==> config.mk <==
export PLATFORM = sky130hd
export DESIGN_NAME = mexp_engine
export DESIGN_NICKNAME = d
export VERILOG_FILES = /design/src/rtl/mexp_pkg.sv /design/src/rtl/mexp_step.sv /design/src/rtl/mexp_mont.sv /design/src/rtl/mexp_seq.sv /design/src/rtl/mexp_engine.sv
export SDC_FILE = /design/constraint.sdc
export NUM_CORES = 1
export LEC_CHECK = 0
export CAP_MARGIN = 30
export CORE_ASPECT_RATIO = 0.7
export CORE_MARGIN = 3
export CORE_UTILIZATION = 35
export CTS_CLUSTER_DIAMETER = 80
export DETAILED_ROUTE_END_ITERATION = 8
export GPL_TIMING_DRIVEN = 0
export PLACE_DENSITY_LB_ADDON = 0.15
export SLEW_MARGIN = 20
export SYNTH_ARGS = -nofsm -noshare
export SYNTH_HDL_FRONTEND = slang
export SYNTH_SLANG_ARGS = --single-unit
export TNS_END_PERCENT = 10
==> constraint.sdc <==
create_clock -name clk -period 9.91 [get_ports clk]
set_clock_uncertainty 0.2 [all_clocks]
set_input_delay 2.973 -clock clk [delete_from_list [all_inputs] [get_ports clk]]
set_output_delay 2.973 -clock clk [all_outputs]
set_load 0.1 [all_outputs]
==> src/rtl/mexp_pkg.sv <==
package mexp_pkg;

  // Sequencer phases of one exponentiation
  typedef enum logic [2:0] {
    SQ_IDLE,
    SQ_LOAD,
    SQ_CONV,
    SQ_SQR,
    SQ_MUL,
    SQ_OUT
  } seq_state_t;

  // Phases of one Montgomery product
  typedef enum logic [1:0] {
    MM_IDLE,
    MM_RUN,
    MM_END
  } mm_state_t;

endpackage

==> src/rtl/mexp_step.sv <==
// One radix-2 Montgomery iteration: conditional add of b, conditional add of n, halve.
module mexp_step #(
  parameter int W = 16
) (
  input  logic [W:0]   p,
  input  logic [W-1:0] b,
  input  logic [W-1:0] n,
  input  logic         abit,
  output logic [W:0]   p_next
);
  localparam int SW = W + 2;

  logic [SW-1:0] sum_b;
  logic [SW-1:0] sum_n;

  always_comb begin
    sum_b  = {1'b0, p} + (abit ? {2'b00, b} : {SW{1'b0}});
    sum_n  = sum_b + (sum_b[0] ? {2'b00, n} : {SW{1'b0}});
    p_next = sum_n[SW-1:1];
  end
endmodule

==> src/rtl/mexp_mont.sv <==
// Iterative Montgomery product a*b*2^-W mod n, one multiplier bit per cycle.
module mexp_mont
  import mexp_pkg::*;
#(
  parameter int W = 16
) (
  input  logic         clk,
  input  logic         rst,
  input  logic         go,
  input  logic [W-1:0] a,
  input  logic [W-1:0] b,
  input  logic [W-1:0] n,
  output logic         done,
  output logic [W-1:0] res
);
  localparam int CW = $clog2(W + 1);

  mm_state_t   st;
  logic [W-1:0] a_q, b_q, n_q;
  logic [W:0]   p_q, p_nx;
  logic [CW-1:0] cnt;
  logic [W:0]   p_sub;
  logic [W-1:0] p_red;

  mexp_step #(.W(W)) u_step (
    .p      (p_q),
    .b      (b_q),
    .n      (n_q),
    .abit   (a_q[0]),
    .p_next (p_nx)
  );

  always_comb begin
    p_sub = p_q - {1'b0, n_q};
    p_red = (p_q >= {1'b0, n_q}) ? p_sub[W-1:0] : p_q[W-1:0];
  end

  always_ff @(posedge clk) begin
    if (rst) begin
      st   <= MM_IDLE;
      a_q  <= '0;
      b_q  <= '0;
      n_q  <= '0;
      p_q  <= '0;
      cnt  <= '0;
      done <= 1'b0;
      res  <= '0;
    end else begin
      done <= 1'b0;
      case (st)
        MM_IDLE: begin
          if (go) begin
            a_q <= a;
            b_q <= b;
            n_q <= n;
            p_q <= '0;
            cnt <= '0;
            st  <= MM_RUN;
          end
        end
        MM_RUN: begin
          p_q <= p_nx;
          a_q <= a_q >> 1;
          cnt <= cnt + 1'b1;
          if (cnt == CW'(W - 1)) st <= MM_END;
        end
        MM_END: begin
          res  <= p_red;
          done <= 1'b1;
          st   <= MM_IDLE;
        end
        default: st <= MM_IDLE;
      endcase
    end
  end
endmodule

==> src/rtl/mexp_seq.sv <==
// Square-and-multiply sequencer in the Montgomery domain.
module mexp_seq
  import mexp_pkg::*;
#(
  parameter int W = 16
) (
  input  logic         clk,
  input  logic         rst,
  input  logic         start,
  input  logic [W-1:0] y_q,
  input  logic [W-1:0] x_q,
  input  logic [W-1:0] r1_q,
  input  logic [W-1:0] r2_q,
  input  logic         mm_done,
  input  logic [W-1:0] mm_res,
  output logic         accept,
  output logic         mm_go,
  output logic [W-1:0] mm_a,
  output logic [W-1:0] mm_b,
  output logic         busy,
  output logic         done,
  output logic [W-1:0] z
);
  localparam int IW = (W > 1) ? $clog2(W) : 1;
  localparam logic [W-1:0] ONE = W'(1);

  seq_state_t   st;
  logic [IW-1:0] idx;
  logic [W-1:0] ty;

  assign accept = start && (st == SQ_IDLE);

  always_ff @(posedge clk) begin
    if (rst) begin
      st    <= SQ_IDLE;
      idx   <= '0;
      ty    <= '0;
      mm_go <= 1'b0;
      mm_a  <= '0;
      mm_b  <= '0;
      busy  <= 1'b0;
      done  <= 1'b0;
      z     <= '0;
    end else begin
      mm_go <= 1'b0;
      done  <= 1'b0;
      case (st)
        SQ_IDLE: begin
          if (start) begin
            busy <= 1'b1;
            st   <= SQ_LOAD;
          end
        end
        SQ_LOAD: begin
          mm_go <= 1'b1;
          mm_a  <= y_q;
          mm_b  <= r2_q;
          st    <= SQ_CONV;
        end
        SQ_CONV: begin
          if (mm_done) begin
            ty    <= mm_res;
            mm_go <= 1'b1;
            mm_a  <= r1_q;
            mm_b  <= r1_q;
            idx   <= IW'(W - 1);
            st    <= SQ_SQR;
          end
        end
        SQ_SQR: begin
          if (mm_done) begin
            mm_go <= 1'b1;
            mm_a  <= mm_res;
            if (x_q[idx]) begin
              mm_b <= ty;
              st   <= SQ_MUL;
            end else if (idx == '0) begin
              mm_b <= ONE;
              st   <= SQ_OUT;
            end else begin
              mm_b <= mm_res;
              idx  <= idx - 1'b1;
            end
          end
        end
        SQ_MUL: begin
          if (mm_done) begin
            mm_go <= 1'b1;
            mm_a  <= mm_res;
            if (idx == '0) begin
              mm_b <= ONE;
              st   <= SQ_OUT;
            end else begin
              mm_b <= mm_res;
              idx  <= idx - 1'b1;
              st   <= SQ_SQR;
            end
          end
        end
        SQ_OUT: begin
          if (mm_done) begin
            z    <= mm_res;
            done <= 1'b1;
            busy <= 1'b0;
            st   <= SQ_IDLE;
          end
        end
        default: st <= SQ_IDLE;
      endcase
    end
  end
endmodule

==> src/rtl/mexp_engine.sv <==
// Top: operand capture, sequencer and Montgomery multiplier.
module mexp_engine #(
  parameter int W = 16
) (
  input  logic         clk,
  input  logic         rst,
  input  logic         start,
  input  logic [W-1:0] base_in,
  input  logic [W-1:0] exp_in,
  input  logic [W-1:0] mod_in,
  input  logic [W-1:0] one_m_in,
  input  logic [W-1:0] sq_m_in,
  output logic         busy,
  output logic         done,
  output logic [W-1:0] z
);
  logic [W-1:0] base_q, exp_q, mod_q, one_q, sq_q;
  logic         accept;
  logic         mm_go, mm_done;
  logic [W-1:0] mm_a, mm_b, mm_res;

  always_ff @(posedge clk) begin
    if (rst) begin
      base_q <= '0;
      exp_q  <= '0;
      mod_q  <= '0;
      one_q  <= '0;
      sq_q   <= '0;
    end else if (accept) begin
      base_q <= base_in;
      exp_q  <= exp_in;
      mod_q  <= mod_in;
      one_q  <= one_m_in;
      sq_q   <= sq_m_in;
    end
  end

  mexp_seq #(.W(W)) u_seq (
    .clk     (clk),
    .rst     (rst),
    .start   (start),
    .y_q     (base_q),
    .x_q     (exp_q),
    .r1_q    (one_q),
    .r2_q    (sq_q),
    .mm_done (mm_done),
    .mm_res  (mm_res),
    .accept  (accept),
    .mm_go   (mm_go),
    .mm_a    (mm_a),
    .mm_b    (mm_b),
    .busy    (busy),
    .done    (done),
    .z       (z)
  );

  mexp_mont #(.W(W)) u_mont (
    .clk  (clk),
    .rst  (rst),
    .go   (mm_go),
    .a    (mm_a),
    .b    (mm_b),
    .n    (mod_q),
    .done (mm_done),
    .res  (mm_res)
  );
endmodule

# Word-level counts from Yosys, hierarchy flattened
# Index checks and enable logic that the tools add are counted.
[op_classes]
addsub = 5
order_cmp = 2
n_eq_ne = 18
n_mux = 43
bitwise = 1
reduce_logical = 22
[op_table]
columns = ["op", "n"]
rows = [
  ["two-way mux 16 bit", 10],
  ["one-hot mux 16 bit (4 select lines)", 1],
  ["one-hot mux 16 bit (3 select lines)", 1],
  ["one-hot mux 17 bit (2 select lines)", 1],
  ["one-hot mux 16 bit (2 select lines)", 1],
  ["two-way mux 3 bit", 8],
  ["two-way mux 4 bit", 5],
  ["adder 17 x 16 -> 18 bit", 1],
  ["adder 18 x 16 -> 18 bit", 1],
  ["one-hot mux 3 bit (6 select lines)", 1],
  [">= comparator 17 x 16 -> 1 bit", 1],
  ["two-way mux 17 bit", 1],
  ["subtractor 16 bit", 1],
  ["inequality test 2 x 1 -> 1 bit, second input constant", 6],
  ["one-hot mux 4 bit (3 select lines)", 1],
  ["one-hot mux 5 bit (2 select lines)", 1],
  ["AND reduction 2 bit", 5],
  ["== test 3 x 2 -> 1 bit, second input constant", 2],
  ["== test 3 bit, second input constant", 2],
  ["inequality test 2 bit, second input constant", 3],
  ["AND reduction 3 bit", 2],
  ["AND reduction 6 bit", 1],
  ["nonzero test 3 bit", 2],
  ["adder 5 x 1 -> 5 bit, second input constant", 1],
  ["other kinds (24)", 32],
]
[word_totals]
register_bits = 243
input_bits = 83
out_inout_bits = 18
word_cells = 113

# Depth between registers and ports, before layout
# Gate-level depths: netlist (run 1).
[logic_depth]
depth_word = 5
ltp_mapped = 23

# Cells and area by module
# From an unflattened synthesis (run 1), not the netlist that was laid out.
[unflattened]
cells_unflattened = 1587
area_unflattened_um2 = 13013.7
[by_module_without_submodules]
columns = ["mod", "instances", "cells_each", "area_each_um2", "seq_area_each_um2"]
rows = [
  ["mexp_mont", 1, 542, 4259.1, 1781.7],
  ["mexp_seq", 1, 559, 4199.0, 1481.4],
  ["mexp_engine", 1, 258, 2869.0, 1601.5],
  ["mexp_step", 1, 228, 1686.6, 0.0],
]

# Worst setup path after synthesis (run 1)
# No wires, ideal clock.
[synth_timing]
kind = "input -> register"
startpoint = "input port rst"
endpoint = "register u_mont.cnt[0]"
arrival_ps = 3851
slack_ps = 5732
stages = 4
cell_sequence = "clkbuf_1 clkbuf_1 clkbuf_1 nor2_1"
[synth_rtl]
columns = ["item", "line_no", "source"]
rows = [
  ["from (decl)", "mexp_engine.sv:6", "input logic rst,"],
  ["to (signal assigned)", "mexp_mont.sv:64", "cnt <= cnt + 1'b1;"],
  ["to (decl)", "mexp_mont.sv:21", "logic [CW-1:0] cnt;"],
]
# No word-level cell between the ends.

# Final worst setup path (run 1)
[layout_timing]
startpoint = "input port rst"
endpoint = "register u_seq.ty[12]"
[layout_rtl]
columns = ["item", "line_no", "source"]
rows = [
  ["to (signal assigned)", "mexp_seq.sv:62", "ty <= mm_res;"],
  ["to (decl)", "mexp_seq.sv:29", "logic [W-1:0] ty;"],
]
# No word-level cell between the ends.

==> impl_results.md, run 1 <==
- Die Ht: 162.5 um
- Port bufs: 100
- PwrDens: 163.1 nW/um^2
- CP max stage delay: 0.73 ns
- Status: finished, final reports clean
- Most common cell after layout, fill and taps aside: nand2_1
- Final Util: 42.96%
- Sequential Area: roughly 5000 um^2
- Final Non-Filler Cells: 2,204
- Total Wirelength: 41,670 um
- Slew @ Worst Pin: about 0.99 ns
- First-pass GRT wire length: 64,390 um
- Total Routing Usage GR: 22.03%
- Synth Area per Inst: 7.652 um^2
- Routed WL per cell: 18.91 um
- Total number of vias: 11,721
- Clock Path Buffers: 3
- Crit path launch type: primary input
- Area occupied by multi-input gates: 6818 um^2
- DRC: 0
- N_diodes: 0
- CTS clk-pin slew, worst paths: approximately 0.06 ns
- Cell breakdown of the critical path: clkdlybuf4s50_1 -> clkbuf_1 -> clkbuf_1 -> clkbuf_1 -> a21oi_1
- HPWL after DPL: 32,730 um
- Ratio of cells with drive above 1 in the final layout: 4.483%
- Grt total ovfl: 0
- Vias in the first global route: 10,870
- Min-delay worst type: reg -> reg
- CTS resizes: 0
- H-tree lvl count: 1
- M1 GR Usage: 36.15%
- RSZ-0062 raised after global routing: no
- Top FF cell, synth: dfxtp_1
- Crit-path most repeated cell: clkbuf_1
- Clk sinks: about 240
- Post-synth EDFFs: 0
- Number of core rows: 56
- Commonest cells after routing, fill and taps aside: nand2_1, dfxtp_1, a21oi_1
- WP data arrival: 5.43 ns
- Area contributors post-synth: dfxtp_1, nand2_1, a21oi_1
- Die area: around 37,000 um^2
- Gate Count Post-Synth: approximately 1,600
- Setup bufs post-CTS: 0
- Die width: 229.5 um
- Cells after DPL: roughly 2,200
- GRT busiest layer: met1
- Initial antenna violation count: 1
- Vias/cell: 5.318
- Worst Path Required: 10.07 ns
- Slew Viols, Final: 0
- Largest net degree at the start of global routing: 14
- Number of fill cells in the layout: approximately 3,500
- FF+latch count, synth: 243
- CTS Buf Count: 25
- M2 GR Usage: 28.71%
- Kind of critical path: in -> reg
- Met3 usage: 5.297%
- Routed Antenna Nets: 0
- Netlist Area Pre-Place: 12,240 um^2
- Post-synthesis async set-or-reset flop share: 0%
- Max IR drop VDD: about 0.00012 V
- Worst-path maximum fanout: 10
- Final-layout setup total negative slack: 0 ns
- Final period util: 53.08%
- Max-Cap Viols: 0
- Initial core utilization: 36.03%
- Clk_lat worst skew: 0.53 ns
- Post-synthesis cell type count: 69
- Io pins: 101
- Fmax: 190.1 MHz
- Worst hold slack: 0.2516 ns
- Warnings, synthesis: 0
- Post-synth top area share: roughly two fifths
- Critical path capture point type: register
- Final Hold Vio Count: 0
- Syn nets: 1,736
- RD Place Congestion: between 0.8 and 0.9
- Slew headroom: 33.59%
- Register area share after synthesis: 39.73%
- 1st-iter DRT viols: 1,024
- Setup violators final: 0
- Hold-fix buffers at CTS: 0
- Fin nets: 1,863
- Clock period minus worst slack: 5.261 ns
- P_leak: between 5 and 6 nW
- Cell taking the most area after synthesis: dfxtp_1
- Root Buffer: clkbuf_16
- Core area: 33,980 um^2
- CP max stage cell: clkbuf_1
- Pre-antenna DRT Iters: 5
- Layout area overhead: 19.24%
- CTS tree: built
[logic make-up after synthesis]
kind of cell | count (synthesis) | synth area share, %
compound gates | 437 | 21.47
xor+xnor | 35 | 2.504
fa+ha+maj | 53 | 5.600
buf+inv | 137 | 4.578
flops | 243 | 39.73
mux | 19 | 2.064
simple gates | 676 | 24.05
[where the power goes]
part | internal [mW] | switching, mW | leakage (nW)
Combinational | 0.137 | 0.251 | 3.10
Clock | 0.529 | 0.394 | 0.379
Sequential | 1.03 | 0.0367 | 1.98
Total | 1.70 | 0.681 | 5.46
[flip-flops by register name, indices dropped and copies added (netlist names), 2 cells and up]
| signal | flops |
|---|---|
| u_seq.z | 16 |
| u_seq.mm_a | 16 |
| mod_q | 16 |
| exp_q | 16 |
| u_seq.mm_b | 16 |
| u_mont.b_q | 16 |
| u_seq.ty | 16 |
| sq_q | 16 |
| u_seq.idx | 4 |
| u_mont.st | 2 |
| u_mont.res | 16 |
| u_mont.p_q | 17 |
| u_mont.a_q | 16 |
| u_mont.cnt | 5 |
| u_mont.n_q | 16 |
| base_q | 16 |
| one_q | 16 |
| u_seq.st | 3 |
[path summary, 6_finish.rpt]
check,from,endpoint,slack (ns),cells after the start
worst max-delay path,rst,u_seq.ty[12],4.65,5
worst min-delay path,exp_q[11],exp_q[11],0.25,2
worst max register to register,u_mont.a_q[0],u_mont.p_q[15],5.11,19
worst min register to register,exp_q[11],exp_q[11],0.25,2
[synth_stat cells (14+ instances only)]
library cell and number:
a211oi_1 20, a21oi_1 232, a22oi_1 16, and2_1 34, clkbuf_1 89, dfxtp_1 243
ha_1 50, inv_1 33, mux2i_1 14, nand2_1 350, nand2b_1 14, nand3_1 35
nor2_1 171, o21ai_0 45, o21ai_1 26, o22ai_1 16, xnor2_1 28
[through the flow]
step	worst slack [ns]	power, mW	instance area [um^2]
3_3_place_gp	4.239	1.470	13820
5_1_grt	4.604	2.487	14600
4_1_cts	4.661	2.396	14600
6_report	4.649	2.381	14600
2_1_floorplan	5.732	1.321	12240
3_5_place_dp	4.200	1.473	13820
[cell type report]
class	instances	area share [%]
multi-input combinational	1220	46.70
inverter	34	0.8742
timing repair buffer	100	6.856
clock inverter	4	0.3257
tap	464	3.977
clock buffer	36	4.979
buffer	103	2.965
sequential	243	33.32
[critical path, delay by kind of cell]
family | cells | cell delay (ns)
AOI/OAI and AO/OA | 1 | 0.12
buffers and inverters | 4 | 2.32
[routing by layer]
layer / wire [um] / up-vias
li1: - / 5744
met1: 22170 / 5578
met2: 15240 / 362
met3: 3738 / 37
met4: 526 / 0
met5: 0 / -
Power figures use the tool's default switching activity.
==> run 2: changes to the inputs <==
==> constraint.sdc (replaced) <==
create_clock -name clk -period 5 [get_ports clk]
set_clock_uncertainty 0.2 [all_clocks]
set_input_delay 1.5 -clock clk [delete_from_list [all_inputs] [get_ports clk]]
set_output_delay 1.5 -clock clk [all_outputs]
set_load 0.1 [all_outputs]
==> run 2 against run 1 <==
Net effect: sequential share of layout area about the same; wire length increased by 0.23%; sequential power increased by 98%; cell count about the same; utilization increased by 0.055 points; non-clock buffer count increased by 1; hold slack about the same; critical path depth increased by 14; die area unchanged; first-iteration DRC count decreased by 5.2%; critical endpoint is now u_mont.p_q[15]; largest power group unchanged.
==> impl_results.md, run 2 (synthesis results as in run 1) <==
- NetSw: 1.353 mW
- 1st-iter DRT viols: between 900 and 1,000
- Root Buffer: clkbuf_16
- Max reg flops: 17
- Final Hold Vio Count: 0
- Core area: 33,980 um^2
- Total Wirelength: 41,770 um
- Kind of critical path: reg -> reg
- Routed WL per cell: 18.94 um
- Switching Fraction: 28.65%
- First-pass GRT wire length: 64,390 um
- Seq pwr share: ~45%
- N_diodes: 0
- Status: finished, final reports clean
- Worst Path Required: between 5 and 6 ns
- Fin nets: roughly 1,900
- CP delay by family, top: compound AO/OA/AOI/OAI gates
- Worst hold slack: 0.2516 ns
- Final period util: about 92%
- Vias/cell: 5.337
- Die area: 37,300 um^2
- Total number of vias: 11,768
- Comb pwr share: 16.3%
- Crit-path most repeated cell: a21oi_1
- Number of core rows: between 50 and 60
- Largest net degree at the start of global routing: 14
- Commonest cells after routing, fill and taps aside: nand2_1, dfxtp_1, a21oi_1
- Slew @ Worst Pin: between 0.9 and 1 ns
- CP max stage delay: 0.56 ns
- H-tree lvl count: 1
- Io pins: 101
- Initial core utilization: a little over a third
- Port bufs: 100
- DP Area: 13,820 um^2
- Clock period minus worst slack: 4.599 ns
- RD Place Congestion: 0.8908
- Clock Path Buffers: 3
- Layout area overhead: 19.40%
- Vias in the first global route: 10,870
- Fin area: 14,620 um^2
- Grt total ovfl: 0
- PwrDens: 323.1 nW/um^2
- Routed Antenna Nets: 0
- Worst-path maximum fanout: 10
- Most common cell after layout, fill and taps aside: nand2_1
- Ratio of cells with drive above 1 in the final layout: ~4.8%
- Slew headroom: about a third
- Critical path capture point type: register
- Crit path launch type: register
- Max IR drop VDD: between 0.0002 and 0.00025 V
- Clk sinks: approximately 240
- P_leak: 5.469 nW
- Hold-fix buffers at CTS: 0
- CTS clk-pin slew, worst paths: 0.06 ns
- Die Ht: 162.5 um
- Final Non-Filler Cells: 2,205
- CP Buf/Inv Count: 2
- Setup violators final: 0
- CTS Buf Count: 25
- Initial antenna violation count: 1
- CTS tree: built
- WP data arrival: 4.85 ns
- CP max stage cell: a211oi_1
- Fmax: 217.4 MHz
- Clk_lat worst skew: between 0.5 and 0.6 ns
- Slew Viols, Final: 0
- Pre-antenna DRT Iters: 5
- Clk pwr share: 38.8%
- Cells after DPL: roughly 2,200
- Register name with the most flops: u_mont.p_q
- Max-Cap Viols: 0
- Min-delay worst type: reg -> reg
- Die width: between 200 and 250 um
- Int Power: approximately 3.4 mW
- Final-layout setup total negative slack: 0 ns
- HPWL after DPL: 32,730 um
- Pwr Total: around 4.7 mW
- DRC: 0
- Total Routing Usage GR: 22.03%
- Cell breakdown of the critical path: clkbuf_2 -> nand2_1 -> inv_1 -> ha_1 -> a21oi_1 -> o211ai_1 -> o21ai_1 -> o21ai_1 -> o21ai_0 -> nand2b_1 -> a21oi_1 -> xnor2_1 -> ha_1 -> or3_1 -> a211oi_1 -> o31ai_1 -> xnor2_1 -> nand2_1 -> a21oi_1
- RSZ-0062 raised after global routing: no
run 2: cell types whose count changed in the layout (fill, tap and decap cells not counted), sizes merged:
cell,change
buf,+1
run 2: metrics by stage:
stage / setup slack, ns / util (%)
after floorplan: 0.9816 / -
after global placement: 0.3649 / 40.68
after detailed placement: 0.2980 / 40.68
after CTS: 0.2567 / 42.96
after global routing: 0.05098 / 43.02
final: 0.4007 / 43.02
run 2: area by class of cell:
cell class / instances / area (um^2)
Tap cell: 464 / 580.6
Clock buffer: 36 / 726.9
Buffer: 103 / 434.2
Clock inverter: 4 / 47.55
Fill cell: 3516 / 19360
Multi-Input combinational cell: 1220 / 6827
Inverter: 34 / 127.6
Timing Repair Buffer: 101 / 1008
Sequential cell: 243 / 4866
run 2: timing repair:
| item | in CTS | in global routing |
|---|---|---|
| buffers inserted | 0 | 1 |
| endpoints found under the setup margin | 0 | 5 |
| gates resized for setup | 0 | 5 |
run 2: path summary, 6_finish.rpt:
check | start | to | slack (ns) | cells after the start
worst max-delay path | u_mont.a_q[0] | u_mont.p_q[15] | 0.40 | 19
worst min-delay path | exp_q[11] | exp_q[11] | 0.25 | 2
worst max register to register | u_mont.a_q[0] | u_mont.p_q[15] | 0.40 | 19
worst min register to register | exp_q[11] | exp_q[11] | 0.25 | 2
run 2: routing by layer:
metal / part of all wire (%) / vias to the layer above / wire (um) / GRT usage, %
met3: 9.1 / 36 / 3793 / 5.297
met4: 1.2 / 0 / 494 / 3.048
li1: - / 5746 / - / -
met5: 0 / - / 0 / 0
met1: 53 / 5616 / 22120 / 36.15
met2: 37 / 370 / 15360 / 28.71
run 2: power by group through the flow:
stage / sequential [mW] / combinational (mW) / clock (mW)
after floorplan: 2.14 / 0.476 / 0
after global placement: 2.16 / 0.751 / 0
after detailed placement: 2.16 / 0.757 / 0
after CTS: 2.12 / 0.761 / 1.87
after global routing: 2.13 / 0.847 / 1.95
final: 2.12 / 0.768 / 1.83
run 2: worst reg2reg max path, cell delays in order (launching register included):
cell,delay (ns)
dfxtp_2,0.41
clkbuf_2,0.23
nand2_1,0.13
inv_1,0.08
ha_1,0.21
a21oi_1,0.30
o211ai_1,0.18
o21ai_1,0.23
o21ai_1,0.19
o21ai_0,0.19
nand2b_1,0.07
a21oi_1,0.17
xnor2_1,0.08
ha_1,0.26
or3_1,0.33
a211oi_1,0.56
o31ai_1,0.21
xnor2_1,0.20
nand2_1,0.09
a21oi_1,0.17
==> run 3: changes to the inputs <==
--- a/config.mk
+++ b/config.mk
@@ -5,13 +5,13 @@
 export SDC_FILE = /design/constraint.sdc
 export NUM_CORES = 1
 export LEC_CHECK = 0
+export ABC_AREA = 0
 export CAP_MARGIN = 30
 export CORE_ASPECT_RATIO = 0.7
 export CORE_MARGIN = 3
 export CORE_UTILIZATION = 35
 export CTS_CLUSTER_DIAMETER = 80
 export DETAILED_ROUTE_END_ITERATION = 8
-export GPL_TIMING_DRIVEN = 0
 export PLACE_DENSITY_LB_ADDON = 0.15
 export SLEW_MARGIN = 20
 export SYNTH_ARGS = -nofsm -noshare
==> run 3 against run 2 <==
Net effect: wire length shrank 14%; largest power group unchanged; power rose by 1.4%; critical path depth increased by 4; hold slack lost 0.0085 ns.
==> impl_results.md, run 3 (synthesis results as in run 1) <==
- Status: finished, final reports clean
- 1st-iter DRT viols: ~860
- Min-delay worst type: reg -> reg
- Slew Viols, Final: 0
- Most common cell after layout, fill and taps aside: nand2_1
- Layout area overhead: 18.15%
- Root Buffer: clkbuf_16
- Final Hold Vio Count: 0
- Initial antenna violation count: 0
- Min-delay src: u_seq.mm_b[7]
- PwrDens: 331.2 nW/um^2
- Ratio of cells with drive above 1 in the final layout: 6.314%
- Number of fill cells in the layout: between 3,000 and 4,000
- Slew @ Worst Pin: 1.031 ns
- Worst Path Required: between 5 and 6 ns
- Vias in the first global route: 10,421
- Fin area: 14,470 um^2
- Total Wirelength: 36,060 um
- Final period util: between 90% and 100%
- Kind of critical path: reg -> reg
- Max IR drop VDD: 0.0002186 V
- Commonest cells after routing, fill and taps aside: nand2_1, dfxtp_1, a21oi_1
- Port bufs: 100
- Hold endpoint: u_mont.b_q[7]
- Total Routing Usage GR: 19.05%
- Worst r2r src: u_mont.a_q[0]
- RSZ-0062 raised after global routing: no
- Die area: approximately 37,000 um^2
- Worst-path maximum fanout: 17
- First-pass GRT wire length: between 50,000 and 60,000 um
- CTS Buf Count: 25
- Clock Path Buffers: 3
- RD Place Congestion: 0.8673
- Clock period minus worst slack: about 4.6 ns
- CTS tree: built
- Final-layout setup total negative slack: 0 ns
- Critical path capture point type: register
- Max-Cap Viols: 0
- Routed WL per cell: ~17 um
- H-tree lvl count: 1
- Largest net degree at the start of global routing: 138
- Crit path launch type: register
- Register name with the most flops: u_mont.p_q
- Total number of vias: 11,056
- Clk sinks: about 240
- Hold-fix buffers at CTS: 0
- Reg2reg end: u_mont.p_q[16]
- Pre-antenna DRT Iters: 5
- Cells on worst reg2reg path: 23
- Core area: 33,980 um^2
- Die Ht: approximately 160 um
- Setup violators final: 0
- DP Area: 13,590 um^2
- Max reg flops: 17
- Area occupied by multi-input gates: 6837 um^2
- Io pins: slightly above 100
- CTS clk-pin slew, worst paths: ~0.060 ns
- P_leak: 5.468 nW
- Initial core utilization: between 30 and 40%
- Routed Antenna Nets: 0
- HPWL after DPL: between 20,000 and 30,000 um
- Slew headroom: 31.06%
- Fmax: around 220 MHz
- Die width: 229.5 um
- WP data arrival: 4.86 ns
- Worst Hold Depth: 2
- Number of core rows: 56
- DRC: 0
- Vias/cell: 5.195
- Grt total ovfl: 0
- Sequential Area: 4866 um^2
- Clk_lat worst skew: 0.54 ns
- Fin nets: 1,782
- Final Util: 42.57%
- R2r setup slk: 0.41 ns
run 3: changes by cell type in the layout (fill, tap and decap cells not counted), moves of 2 or more:
| cell | delta |
|---|---|
| nor2_1 | -2 |
| buf_4 | +18 |
| buf_1 | -6 |
| clkbuf_8 | +2 |
| clkbuf_1 | -90 |
| bufinv_16 | +2 |
| buf_6 | -5 |
run 3: what timing repair did:
item	4_1_cts	5_1_grt
setup buffers	0	0
resized for setup	0	1
setup endpoints to repair	0	1
run 3: through the flow:
| stage | hold slack, ns | total power, mW | setup WS (ns) | instances |
|---|---|---|---|---|
| finish | 0.2432 | 4.791 | 0.4054 | 2128 |
| detailed placement | 0.2459 | 2.864 | 0.3888 | 2083 |
| global route | 0.2684 | 5.026 | 0.08619 | 2127 |
| global placement | 0.2396 | 2.858 | 0.4404 | 2082 |
| floorplan | 0.2317 | 2.619 | 0.9816 | 1600 |
| CTS | 0.2512 | 4.849 | 0.3451 | 2127 |
run 3: layer usage:
metal  vias up  wire length (um)  global-route usage, %
li1       5594                 -                      -
met1      5196             19670                  31.09
met2       230             14140                  26.13
met3        36              1685                  2.780
met4         0               564                  3.248
met5         -                 0                      0
run 3: worst max-delay path by stage:
stage | startpoint | end | depth (start not counted)
floorplan | u_mont.a_q[0] | u_mont.p_q[16] | 23
global placement | u_mont.a_q[0] | u_mont.p_q[16] | 21
detailed placement | u_mont.a_q[0] | u_mont.p_q[16] | 21
CTS | u_mont.a_q[0] | u_mont.p_q[16] | 21
global route | u_mont.a_q[0] | u_mont.p_q[16] | 23
finish | u_mont.a_q[0] | u_mont.p_q[16] | 23
run 3: critical path, stage by stage (launching register included):
cell	delay (ns)
dfxtp_2	0.39
and2_1	0.16
ha_1	0.19
inv_1	0.07
fa_1	0.21
nor2b_1	0.08
o2111ai_1	0.21
nand4_1	0.22
a21o_1	0.23
or4_1	0.43
a31oi_1	0.19
nor2b_1	0.06
nor2_1	0.13
xnor2_1	0.15
ha_1	0.29
o21a_1	0.12
o21ai_1	0.13
nand2b_1	0.12
a21boi_0	0.14
a31o_2	0.23
and4b_1	0.18
nor3_1	0.17
o21ai_1	0.08
a21oi_1	0.12
run 3: power breakdown:
group          total [mW]  switching, mW  internal (mW)
Clock                1.97          0.795           1.18
Combinational       0.690          0.420          0.270
Sequential           2.13         0.0778           2.05
Total                4.79           1.29           3.50
run 3: area by class of cell:
class	count	share of cell area, %
repair buffers	122	8.174
multi-input cells	1220	47.26
clock buffers	35	5.069
well taps	464	4.014
flip-flops and latches	243	33.64
diodes	1	0.01730
clock inverters	9	0.9428
inverters	34	0.8823
